### src/rtl/tmon_pkg.sv
package tmon_pkg;

    typedef enum logic [1:0] {
        CH_DISABLED = 2'd0,
        CH_ACTIVE   = 2'd1,
        CH_OPEN     = 2'd2,
        CH_HALT     = 2'd3
    } ch_state_e;

    localparam int REG_AW = 4;
    localparam int STAT_W = 8;

    localparam logic [REG_AW-1:0] OFF_STANDBY = 4'h8;
    localparam logic [REG_AW-1:0] OFF_SELECT  = 4'h9;
    localparam logic [REG_AW-1:0] OFF_STATUS  = 4'hA;
    localparam logic [REG_AW-1:0] OFF_READING = 4'hB;
    localparam logic [REG_AW-1:0] OFF_HIGH    = 4'hC;
    localparam logic [REG_AW-1:0] OFF_LOW     = 4'hD;
    localparam logic [REG_AW-1:0] OFF_CRIT    = 4'hE;

    localparam int BIT_EN   = 0;
    localparam int BIT_LOW  = 1;
    localparam int BIT_HIGH = 2;
    localparam int BIT_CRIT = 3;
    localparam int BIT_OPEN = 6;

endpackage

### src/rtl/tmon_global.sv
module tmon_global
    import tmon_pkg::*;
#(
    parameter int NUM_CH = 3,
    parameter int DW     = 8,
    parameter int SEL_W  = (NUM_CH > 1) ? $clog2(NUM_CH) : 1
) (
    input  logic              clk,
    input  logic              rst_n,
    input  logic              bus_wr,
    input  logic [REG_AW-1:0] bus_addr,
    input  logic [DW-1:0]     bus_wdata,
    output logic              standby,
    output logic [SEL_W-1:0]  sel
);

    logic             standby_q;
    logic [SEL_W-1:0] sel_q;
    logic             sel_ok;

    assign sel_ok = bus_wdata < DW'(NUM_CH);

    always_ff @(posedge clk or negedge rst_n) begin
        if (!rst_n) begin
            standby_q <= 1'b0;
            sel_q     <= '0;
        end else if (bus_wr) begin
            if (bus_addr == OFF_STANDBY)
                standby_q <= bus_wdata[0];
            if (bus_addr == OFF_SELECT && sel_ok)
                sel_q <= bus_wdata[SEL_W-1:0];
        end
    end

    assign standby = standby_q;
    assign sel     = sel_q;


    sel_range_chk: assert property (@(posedge clk) disable iff (!rst_n)
        (bus_wr && bus_addr == OFF_SELECT && !sel_ok) |=> $stable(sel_q));

endmodule

### src/rtl/tmon_channel.sv
module tmon_channel
    import tmon_pkg::*;
#(
    parameter int DW = 8
) (
    input  logic              clk,
    input  logic              rst_n,
    input  logic              standby,
    input  logic              wr_stat,
    input  logic              wr_high,
    input  logic              wr_low,
    input  logic              wr_crit,
    input  logic [DW-1:0]     wdata,
    input  logic              smp_strobe,
    input  logic [DW-1:0]     smp_temp,
    input  logic              smp_open,
    output logic [STAT_W-1:0] status,
    output logic [DW-1:0]     reading,
    output logic [DW-1:0]     lim_high,
    output logic [DW-1:0]     lim_low,
    output logic [DW-1:0]     lim_crit,
    output logic              crit
);

    localparam logic [DW-1:0] MAX_POS = {1'b0, {(DW-1){1'b1}}};
    localparam logic [DW-1:0] MAX_NEG = {1'b1, {(DW-1){1'b0}}};

    ch_state_e     state_q, state_d;
    logic          en_q, open_q;
    logic          flag_low_q, flag_high_q, flag_crit_q;
    logic [DW-1:0] reading_q, high_q, low_q, crit_q;
    logic          accept, clean;
    logic          hit_low, hit_high, hit_crit;
    logic          clr_low, clr_high, clr_crit;

    // state register
    always_ff @(posedge clk or negedge rst_n) begin
        if (!rst_n) state_q <= CH_DISABLED;
        else        state_q <= state_d;
    end

    // transitions
    always_comb begin
        state_d = state_q;
        unique case (state_q)
            CH_DISABLED: begin
                if (standby)   state_d = CH_HALT;
                else if (en_q) state_d = open_q ? CH_OPEN : CH_ACTIVE;
            end
            CH_ACTIVE: begin
                if (standby)     state_d = CH_HALT;
                else if (!en_q)  state_d = CH_DISABLED;
                else if (open_q) state_d = CH_OPEN;
            end
            CH_OPEN: begin
                if (standby)      state_d = CH_HALT;
                else if (!en_q)   state_d = CH_DISABLED;
                else if (!open_q) state_d = CH_ACTIVE;
            end
            CH_HALT: begin
                if (!standby) begin
                    if (!en_q)       state_d = CH_DISABLED;
                    else if (open_q) state_d = CH_OPEN;
                    else             state_d = CH_ACTIVE;
                end
            end
            default: state_d = CH_DISABLED;
        endcase
    end

    // sample qualification and signed comparators
    assign accept   = smp_strobe && (state_q == CH_ACTIVE || state_q == CH_OPEN);
    assign clean    = accept && !smp_open;
    assign hit_low  = $signed(smp_temp) <= $signed(low_q);
    assign hit_high = $signed(smp_temp) >= $signed(high_q);
    assign hit_crit = $signed(smp_temp) >= $signed(crit_q);
    assign clr_low  = wr_stat && wdata[BIT_LOW];
    assign clr_high = wr_stat && wdata[BIT_HIGH];
    assign clr_crit = wr_stat && wdata[BIT_CRIT];

    // outputs and data registers
    always_ff @(posedge clk or negedge rst_n) begin
        if (!rst_n) begin
            en_q        <= 1'b0;
            open_q      <= 1'b0;
            flag_low_q  <= 1'b0;
            flag_high_q <= 1'b0;
            flag_crit_q <= 1'b0;
            reading_q   <= '0;
            high_q      <= MAX_POS;
            low_q       <= MAX_NEG;
            crit_q      <= MAX_POS;
        end else begin
            if (wr_stat) en_q <= wdata[BIT_EN];
            if (accept)  open_q <= smp_open;
            if (clean)   reading_q <= smp_temp;
            flag_low_q  <= (flag_low_q  && !clr_low)  || (clean && hit_low);
            flag_high_q <= (flag_high_q && !clr_high) || (clean && hit_high);
            flag_crit_q <= (flag_crit_q && !clr_crit) || (clean && hit_crit);
            if (wr_high) high_q <= wdata;
            if (wr_low)  low_q  <= wdata;
            if (wr_crit) crit_q <= wdata;
        end
    end

    always_comb begin
        status           = '0;
        status[BIT_EN]   = en_q;
        status[BIT_LOW]  = flag_low_q;
        status[BIT_HIGH] = flag_high_q;
        status[BIT_CRIT] = flag_crit_q;
        status[BIT_OPEN] = open_q;
    end

    assign reading  = reading_q;
    assign lim_high = high_q;
    assign lim_low  = low_q;
    assign lim_crit = crit_q;
    assign crit     = flag_crit_q;


    disabled_hold_chk: assert property (@(posedge clk) disable iff (!rst_n)
        (state_q == CH_DISABLED) |=> ($stable(reading_q) && !$rose(flag_low_q)));


    standby_hold_chk: assert property (@(posedge clk) disable iff (!rst_n)
        (state_q == CH_HALT) |=> ($stable(reading_q) && !$rose(flag_high_q)));


    open_hold_chk: assert property (@(posedge clk) disable iff (!rst_n)
        (smp_strobe && smp_open) |=> ($stable(reading_q) && !$rose(flag_crit_q)));


    sticky_hold_chk: assert property (@(posedge clk) disable iff (!rst_n)
        (flag_high_q && !wr_stat) |=> flag_high_q);


    clear_low_chk: assert property (@(posedge clk) disable iff (!rst_n)
        (clr_low && !smp_strobe) |=> !flag_low_q);


    crit_cause_chk: assert property (@(posedge clk) disable iff (!rst_n)
        $rose(flag_crit_q) |-> $past(smp_strobe));

endmodule

### src/rtl/tmon_thermal_monitor.sv
module tmon_thermal_monitor
    import tmon_pkg::*;
#(
    parameter int NUM_CH = 3,
    parameter int DW     = 8
) (
    input  logic                 clk,
    input  logic                 rst_n,
    input  logic [REG_AW-1:0]    bus_addr,
    input  logic                 bus_wr,
    input  logic [DW-1:0]        bus_wdata,
    output logic [DW-1:0]        bus_rdata,
    input  logic [NUM_CH-1:0]    smp_strobe,
    input  logic [NUM_CH*DW-1:0] smp_temp,
    input  logic [NUM_CH-1:0]    smp_open,
    output logic                 overtemp_alarm
);

    localparam int SEL_W = (NUM_CH > 1) ? $clog2(NUM_CH) : 1;

    logic             standby;
    logic [SEL_W-1:0] sel;
    logic [STAT_W-1:0] status_a  [NUM_CH];
    logic [DW-1:0]     reading_a [NUM_CH];
    logic [DW-1:0]     high_a    [NUM_CH];
    logic [DW-1:0]     low_a     [NUM_CH];
    logic [DW-1:0]     crit_lim_a[NUM_CH];
    logic [NUM_CH-1:0] crit_v;

    tmon_global #(.NUM_CH(NUM_CH), .DW(DW), .SEL_W(SEL_W)) u_global (
        .clk       (clk),
        .rst_n     (rst_n),
        .bus_wr    (bus_wr),
        .bus_addr  (bus_addr),
        .bus_wdata (bus_wdata),
        .standby   (standby),
        .sel       (sel)
    );

    for (genvar g = 0; g < NUM_CH; g++) begin : g_ch
        logic hit;
        assign hit = bus_wr && (sel == SEL_W'(g));

        tmon_channel #(.DW(DW)) u_ch (
            .clk        (clk),
            .rst_n      (rst_n),
            .standby    (standby),
            .wr_stat    (hit && bus_addr == OFF_STATUS),
            .wr_high    (hit && bus_addr == OFF_HIGH),
            .wr_low     (hit && bus_addr == OFF_LOW),
            .wr_crit    (hit && bus_addr == OFF_CRIT),
            .wdata      (bus_wdata),
            .smp_strobe (smp_strobe[g]),
            .smp_temp   (smp_temp[g*DW +: DW]),
            .smp_open   (smp_open[g]),
            .status     (status_a[g]),
            .reading    (reading_a[g]),
            .lim_high   (high_a[g]),
            .lim_low    (low_a[g]),
            .lim_crit   (crit_lim_a[g]),
            .crit       (crit_v[g])
        );
    end

    always_comb begin
        logic [STAT_W-1:0] st;
        logic [DW-1:0]     rd, hi, lo, cr;
        st = '0; rd = '0; hi = '0; lo = '0; cr = '0;
        for (int i = 0; i < NUM_CH; i++) begin
            if (sel == SEL_W'(i)) begin
                st = status_a[i];
                rd = reading_a[i];
                hi = high_a[i];
                lo = low_a[i];
                cr = crit_lim_a[i];
            end
        end
        unique case (bus_addr)
            OFF_STANDBY: bus_rdata = DW'(standby);
            OFF_SELECT:  bus_rdata = DW'(sel);
            OFF_STATUS:  bus_rdata = DW'(st);
            OFF_READING: bus_rdata = rd;
            OFF_HIGH:    bus_rdata = hi;
            OFF_LOW:     bus_rdata = lo;
            OFF_CRIT:    bus_rdata = cr;
            default:     bus_rdata = '0;
        endcase
    end

    assign overtemp_alarm = |crit_v;


    alarm_drop_chk: assert property (@(posedge clk) disable iff (!rst_n)
        $fell(overtemp_alarm) |-> $past(bus_wr && bus_addr == OFF_STATUS));

endmodule

### config.mk
export PLATFORM = sky130hd
export DESIGN_NAME = tmon_thermal_monitor
export DESIGN_NICKNAME = d
export VERILOG_FILES = /design/src/rtl/tmon_pkg.sv /design/src/rtl/tmon_global.sv /design/src/rtl/tmon_channel.sv /design/src/rtl/tmon_thermal_monitor.sv
export SDC_FILE = /design/constraint.sdc
export NUM_CORES = 1
export LEC_CHECK = 0
export CORE_MARGIN = 3
export CORE_UTILIZATION = 65
export DETAILED_ROUTE_END_ITERATION = 10
export DONT_BUFFER_PORTS = 1
export GPL_TIMING_DRIVEN = 0
export PLACE_DENSITY = 0.84
export SLEW_MARGIN = 20
export SYNTH_ARGS = -nofsm -noshare
export SYNTH_HDL_FRONTEND = slang
export SYNTH_SLANG_ARGS = --single-unit
### constraint.sdc
create_clock -name clk -period 4.5 [get_ports clk]
set_input_delay 0.225 -clock clk [delete_from_list [all_inputs] [get_ports clk]]
set_output_delay 0.225 -clock clk [all_outputs]
set_load 0.02 [all_outputs]
Word-level counts from Yosys, hierarchy flattened
Cells that the tools add are included.
{ "classes": {"eq_ne": 30, "muxes": 52, "reduce_logical": 83, "magnitude_cmp": 10} }
{ "op_table": {"columns": ["cell", "count"], "rows": [
  ["two-way mux 8 bit", 14],
  ["two-way mux 2 bit", 33],
  ["case mux 8 bit (7 select lines)", 1],
  ["logical AND 1 bit", 49],
  ["greater-or-equal comparator 8 bit", 6],
  ["== test 4 bit, second input constant", 7],
  ["less-or-equal comparator 8 bit", 3],
  ["!= test 4 bit, second input constant", 6],
  ["case mux 2 bit (4 select lines)", 3],
  ["== test 2 bit, second input constant", 7],
  ["logical NOT 1 bit", 12],
  ["logical OR 1 bit", 12],
  ["AND reduction 4 bit", 3],
  ["!= test 3 x 2 -> 1 bit, second input constant", 3],
  ["== test 2 x 1 -> 1 bit, second input constant", 4],
  ["logical NOT 2 bit", 4],
  ["< comparator 8 x 2 -> 1 bit, second input constant", 1],
  ["two-way mux 7 bit", 1],
  ["!= test 2 bit, second input constant", 3],
  ["AND reduction 2 bit", 2],
  ["OR reduction 3 bit", 1]
]} }
{ "word_totals": {"word_cells": 207, "out_inout_bits": 9, "register_bits": 120, "in_bits": 45} }

Depth between registers and ports, before layout
{ "depth": {"word_depth": 7, "mapped_depth": 8, "mapped_depth_nobuf": 7} }

Hierarchy
From an unflattened synthesis, not the netlist that was laid out.
{ "unflattened": {"hier_cells": 885, "hier_area_um2": 8166.6} }
{ "by_module_without_submodules": {"columns": ["module", "instances", "cells_per_inst", "seq_area_each_um2", "area_each_um2"], "rows": [
  ["tmon_channel at g_ch[1].u_ch ...", 2, 223, 994.7, 2225.9],
  ["tmon_channel at g_ch[0].u_ch", 1, 237, 994.7, 2240.9],
  ["tmon_thermal_monitor", 1, 190, 0.0, 1316.3],
  ["tmon_global", 1, 12, 75.1, 157.7]
]} }

Worst setup path after synthesis
Ideal clock, no wire load.
{ "synth_path": {"path_kind": "reg-to-reg", "startpoint": "register g_ch[0].u_ch.low_q[7]", "endpoint": "register g_ch[0].u_ch.flag_low_q", "required_ns": 4.417, "stages_incl_launch_ff": 8, "slack_ns": 2.579, "setup_time_ns": 0.083, "arrival_time_ns": 1.838, "period_less_slack_ns": 1.921, "n_path_buf": 0, "cell_sequence": "dfstp_2 > inv_1 > ha_1 > and4_1 > a2bb2oi_1 > a21boi_0 > mux2_2 > o21ai_0"} }
{ "synth_via": {"elab_chain_len": 3} }
{ "synth_lines": {"columns": ["item", "line", "rtl"], "rows": [
  ["start, declared", "tmon_channel.sv:31", "logic [DW-1:0] reading_q, high_q, low_q, crit_q;"],
  ["start signal, assigned", "tmon_channel.sv:101", "if (wr_low) low_q <= wdata;"],
  ["less-or-equal comparator 8 bit", "tmon_channel.sv:74", "assign hit_low = $signed(smp_temp) <= $signed(low_q);"],
  ["logical AND 1 bit", "tmon_channel.sv:97", "flag_low_q <= (flag_low_q && !clr_low) || (clean && hit_low);"],
  ["logical OR 1 bit", "tmon_channel.sv:97", null],
  ["end signal, assigned", "tmon_channel.sv:97", null],
  ["end, declared", "tmon_channel.sv:30", "logic flag_low_q, flag_high_q, flag_crit_q;"]
]} }
No other way between the ends.
A chain may end at the register's enable or synchronous reset.

Worst setup path after layout
{ "layout_path": {"startpoint": "register u_global.sel_q[0] (netlist: u_global.sel[0])", "endpoint": "output port bus_rdata[1]"} }
{ "layout_via": {"elab_chain_len": 5, "elab_cells_between_ends": 19, "classes_between": "2 x eq/ne; 16 x mux; 1 x reduce/logical"} }
{ "layout_lines": {"columns": ["item", "line", "rtl"], "rows": [
  ["start, declared", "tmon_global.sv:18", "logic [SEL_W-1:0] sel_q;"],
  ["start signal, assigned", "tmon_global.sv:31", "sel_q <= bus_wdata[SEL_W-1:0];"],
  ["logical NOT 2 bit", "tmon_thermal_monitor.sv:70", "if (sel == SEL_W'(i)) begin"],
  ["two-way mux 8 bit or two-way mux 7 bit (tied branches)", "tmon_thermal_monitor.sv:70", null],
  ["two-way mux 8 bit (2 in a row)", "tmon_thermal_monitor.sv:70", null],
  ["case mux 8 bit (7 select lines) *", "tmon_thermal_monitor.sv:78", "unique case (bus_addr)"],
  ["end, declared", "tmon_thermal_monitor.sv:12", "output logic [DW-1:0] bus_rdata,"]
]} }
Mark *: on every way between the ends. The rest lies on a longest branch, timed or not.

==> PnR_summary.wiki <==
{| class="wikitable"
! Metric !! Value
|-
| Status || completed
|-
| Initial DRC Count || 620
|-
| Insertion delay to the later sink of the worst-skew pair || 0.43 ns
|-
| Max-slew violation total from the final report || 0
|-
| Share of synthesized flip-flops with an asynchronous set or reset || 1.000
|-
| Synth area leaders || sky130_fd_sc_hd__dfrtp_1 23%, sky130_fd_sc_hd__dfstp_2 15%, sky130_fd_sc_hd__ha_1 14%
|-
| Worst Path Max Fanout || 10
|-
| PD cells || 438.1 nW/um2
|-
| Post-Route Skew || 0.005922 ns
|-
| Gate Count Post-Synth || 828
|-
| Standard-cell rows || 39
|-
| Largest net degree at the start of global routing || about 120
|-
| Data arrival, critical path || 2.53 ns
|-
| Net count, final || 1008
|-
| Number of vias in the routed layout || 6783
|-
| Cell count of the worst reg-to-reg path || 7
|-
| Hold WC Path Type || in2reg
|-
| CTS max path bufs || 2
|-
| Synth unique cells || 53
|-
| Area of the core || 11760 um2
|-
| TritonCTS Buffers || 17
|-
| Critical Path Most Common Cell || sky130_fd_sc_hd__buf_4
|-
| Count of buffers inserted at the top-level ports || 0
|-
| Total grt overflow || 0
|-
| Post-synthesis sequential area ratio || 0.3810
|-
| Number of antenna repair diodes || 0
|-
| Number of instances in the placed design || 992
|-
| Antenna Nets Post-Route || 0
|-
| Routed vias/inst || roughly 6.4
|-
| Area of the die || about 14000 um2
|-
| Fraction of layout cells with a size suffix above 1 || 0.1957
|-
| Post-synth design cell area || 8030 um2
|-
| Post-layout minimum cycle time || approximately 2.8 ns
|-
| Root buffer selected by CTS || sky130_fd_sc_hd__clkbuf_16
|-
| Worst-path cell with the longest stage delay || sky130_fd_sc_hd__dfrtp_1
|-
| Fillers || around 760
|-
| Number of instances on the worst hold path || 3
|-
| Endpoint kind of the worst setup timing path || primary output
|-
| Effective utilization at floorplan || 0.6828
|-
| RSZ-0062 raised after global routing || false
|-
| Post-Route Setup TNS || 0 ns
|-
| Delay of the slowest cell on the worst path || 0.40 ns
|-
| Clk sink count || between 100 and 150
|-
| Die Span Y || 117.2 um
|-
| Library cell with the highest instance count after synthesis || sky130_fd_sc_hd__nand2_1
|-
| Most instantiated flip-flop cell in the synthesis netlist || sky130_fd_sc_hd__dfrtp_1
|-
| H-tree levels || 4
|-
| Detailed-route wire length || 23.25 mm
|-
| Number of storage elements in the synthesis netlist || 120
|-
| Final setup violation count || 0
|-
| Post-CTS clock slew at the launch and capture registers of the worst setup and hold paths || 0.06 ns
|-
| Final std cells w/o fill || roughly 1100
|-
| Final clock period utilization by the worst path || 0.6125
|-
| CTS tree || built
|-
| Leakage component of the power || 0.004078 uW
|-
| Final Hold Vio Count || 0
|-
| Max transition margin || 0.5264
|-
| First-pass iteration count of the detailed router || 6
|-
| Critical path data required time || 4.28 ns
|-
| Area share of the largest cell type after synthesis || 0.2337
|-
| Critical R2R Capture || g_ch[0].u_ch.reading[5]
|-
| Worst path buffer plus inverter count || 3
|-
| Startpoint class of the critical path || flop
|-
| Post-CTS setup-driven buffer insertion count || 0
|-
| Count of flip-flops with a built-in enable after synthesis || 0
|-
| Worst supply voltage drop on vdd || 355.8 uV
|-
| Placer Congestion || 0.9392
|-
| Post-synthesis average cell area || ~9.7 um2
|-
| Most instantiated cells after synthesis || 93 x sky130_fd_sc_hd__nand2_1, 87 x sky130_fd_sc_hd__ha_1, 87 x sky130_fd_sc_hd__o21ai_0
|-
| Launch instance of the worst register-to-register path || g_ch[0].u_ch.state_q[0]
|-
| Category of cells accounting for the largest share of critical-path delay || buffers and inverters
|-
| Overall routing resource usage || 0.3499
|-
| Initial antenna violation count || 0
|-
| Layout overhead on the synthesized area || 13.52%
|-
| Final core occ || 0.7752
|-
| R2r setup slk || between 2 and 2.5 ns
|-
| Vias in the first global route || ~6800
|-
| Measured slew at the worst slew-check pin || 0.7105 ns
|-
| Maximum clock frequency || 362.8 MHz
|-
| Net Count, Synth || 960
|-
| Die boundary width || approximately 120 um
|-
| Worst min-delay path startpoint || bus_wdata[1]
|-
| Type of the setup path with the least slack || reg2out
|-
| End point of the worst hold path || g_ch[1].u_ch.flag_low_q
|-
| Half-perimeter wire length after placement || 16.83 mm
|-
| Warning count from the yosys run || 0
|-
| # DRC || 0
|-
| IO Count || 54
|-
| Top cell type by total area after synthesis || sky130_fd_sc_hd__dfrtp_1
|-
| Number of maximum-capacitance violations || 0
|-
| Per-cell routed wire length || around 22 um
|-
| List of cells traversed by the critical path || buf_4, buf_4, buf_4, mux2i_1, o21ai_0, a22oi_1, nand3_1
|-
| Global-route wire length before repair || ~36 mm
|}
-- power breakdown --
group / leakage (uW) / internal [uW] / switching (uW)
Combinational: 0.00248 / 511 / 648
Clock: 0.000275 / 829 / 495
Sequential: 0.00133 / 1350 / 164
-- worst max path at each step --
stage	startpoint	to	slack, ns	cells after the start
global placement	g_ch[0].u_ch.state_q[0]	g_ch[0].u_ch.reading[5]	2.28	7
floorplan	g_ch[0].u_ch.lim_low[7]	g_ch[0].u_ch.flag_low_q	2.58	7
CTS	u_global.sel[0]	bus_rdata[1]	1.84	7
detailed placement	g_ch[0].u_ch.state_q[0]	g_ch[0].u_ch.reading[5]	2.20	7
global route	u_global.sel[0]	bus_rdata[1]	1.73	7
finish	u_global.sel[0]	bus_rdata[1]	1.74	7
-- worst reg2reg max path: cells and delay by family, from the launching register on --
kind                       cells  cell delay [ns]
buffers and inverters          3             0.96
DFF                            1             0.40
and+or+nand+nor                2             0.19
muxes                          1             0.41
adders and majority gates      1             0.25
-- flip-flops by register name, summed over array words and instances (netlist names), 3 cells and up --
signal and flops:
g_ch.u_ch.reading 24, g_ch.u_ch.flag_high_q 3, g_ch.u_ch.lim_crit 24, g_ch.u_ch.state_q 6, g_ch.u_ch.open_q 3, g_ch.u_ch.lim_low 24, g_ch.u_ch.crit 3, g_ch.u_ch.en_q 3
g_ch.u_ch.flag_low_q 3, g_ch.u_ch.lim_high 24
-- placed cells by master (no fill, tap or decap), types with 3 or more instances in the layout --
cell type,Yosys,final
sky130_fd_sc_hd__and4_1,7,7
sky130_fd_sc_hd__dlygate4sd3_1,0,28
sky130_fd_sc_hd__buf_4,7,7
sky130_fd_sc_hd__clkbuf_8,0,5
sky130_fd_sc_hd__a32oi_1,3,3
sky130_fd_sc_hd__mux2_2,66,66
sky130_fd_sc_hd__o211ai_1,8,8
sky130_fd_sc_hd__inv_1,82,82
sky130_fd_sc_hd__and2_1,5,5
sky130_fd_sc_hd__nand4_1,7,7
sky130_fd_sc_hd__buf_2,9,9
sky130_fd_sc_hd__nand2_2,3,3
sky130_fd_sc_hd__ha_1,87,87
sky130_fd_sc_hd__nand2b_1,4,4
sky130_fd_sc_hd__a21o_1,5,5
sky130_fd_sc_hd__clkinvlp_4,0,3
sky130_fd_sc_hd__buf_6,3,3
sky130_fd_sc_hd__a21oi_1,37,37
sky130_fd_sc_hd__or2_2,3,3
sky130_fd_sc_hd__dfstp_2,45,45
sky130_fd_sc_hd__nor2b_1,11,11
sky130_fd_sc_hd__a31oi_1,3,3
sky130_fd_sc_hd__o21ai_0,87,87
sky130_fd_sc_hd__nand2_1,93,93
sky130_fd_sc_hd__clkinv_2,0,3
sky130_fd_sc_hd__o21bai_1,3,3
sky130_fd_sc_hd__nor2_1,27,27
sky130_fd_sc_hd__clkbuf_16,0,17
sky130_fd_sc_hd__a2bb2oi_1,5,5
sky130_fd_sc_hd__nand3b_1,3,3
sky130_fd_sc_hd__o22ai_1,9,9
sky130_fd_sc_hd__dfrtp_1,75,75
sky130_fd_sc_hd__a221o_1,3,3
sky130_fd_sc_hd__nand3_1,8,8
sky130_fd_sc_hd__mux2i_1,48,48
sky130_fd_sc_hd__a211oi_1,9,9
sky130_fd_sc_hd__clkbuf_1,21,24
sky130_fd_sc_hd__a22oi_1,13,13
sky130_fd_sc_hd__a21boi_0,3,3
-- metal layers --
layer,vias up,part of all wire,track usage
li1,3017,-,-
met1,3261,0.38,0.4420
met2,412,0.47,0.5713
met3,93,0.092,0.06838
met4,0,0.055,0.1804
met5,-,0,0
-- timing repair --
| item | 4_1_cts | 5_1_grt |
|---|---|---|
| hold buffers | 29 | 0 |
| hold endpoints to repair | 159 | 0 |
| gates resized for setup | 0 | 0 |
-- through the flow --
stage | worst slack (ns) | hold slack [ns] | area (um2) | power, uW
after floorplan | 2.579 | -0.07059 | 8030 | 2287
after CTS | 1.836 | 0.0002920 | 9116 | 3963
after global routing | 1.728 | 0.02316 | 9116 | 4176
after detailed placement | 2.204 | -0.06727 | 8235 | 2601
after global placement | 2.280 | -0.06615 | 8235 | 2505
final | 1.744 | 0.002438 | 9116 | 3994
-- logic make-up (layout without fill, tap and decap cells) --
logic type | Yosys count | count (layout) | share of synthesized area
AND/OR/NAND/NOR | 191 | 191 | 0.1228
multiplexers | 114 | 114 | 0.1524
AO/OA/AOI/OAI | 194 | 194 | 0.1438
adder cells (fa/ha/maj) | 87 | 87 | 0.1356
buffers and inverters | 122 | 183 | 0.06451
flip-flops | 120 | 120 | 0.3810
-- final cells by class --
| cell class | count | area [um2] | share of cell area |
|---|---|---|---|
| clock inverter | 7 | 67.56 | 0.007411 |
| buffer | 40 | 210.2 | 0.02306 |
| tap | 164 | 205.2 | 0.02251 |
| inverter | 82 | 307.8 | 0.03376 |
| timing repair buffer | 29 | 307.8 | 0.03376 |
| sequential | 120 | 3059 | 0.3356 |
| multi-input combinational | 586 | 4453 | 0.4885 |
| clock buffer | 25 | 505.5 | 0.05545 |
(Power assumes the default switching activity.)
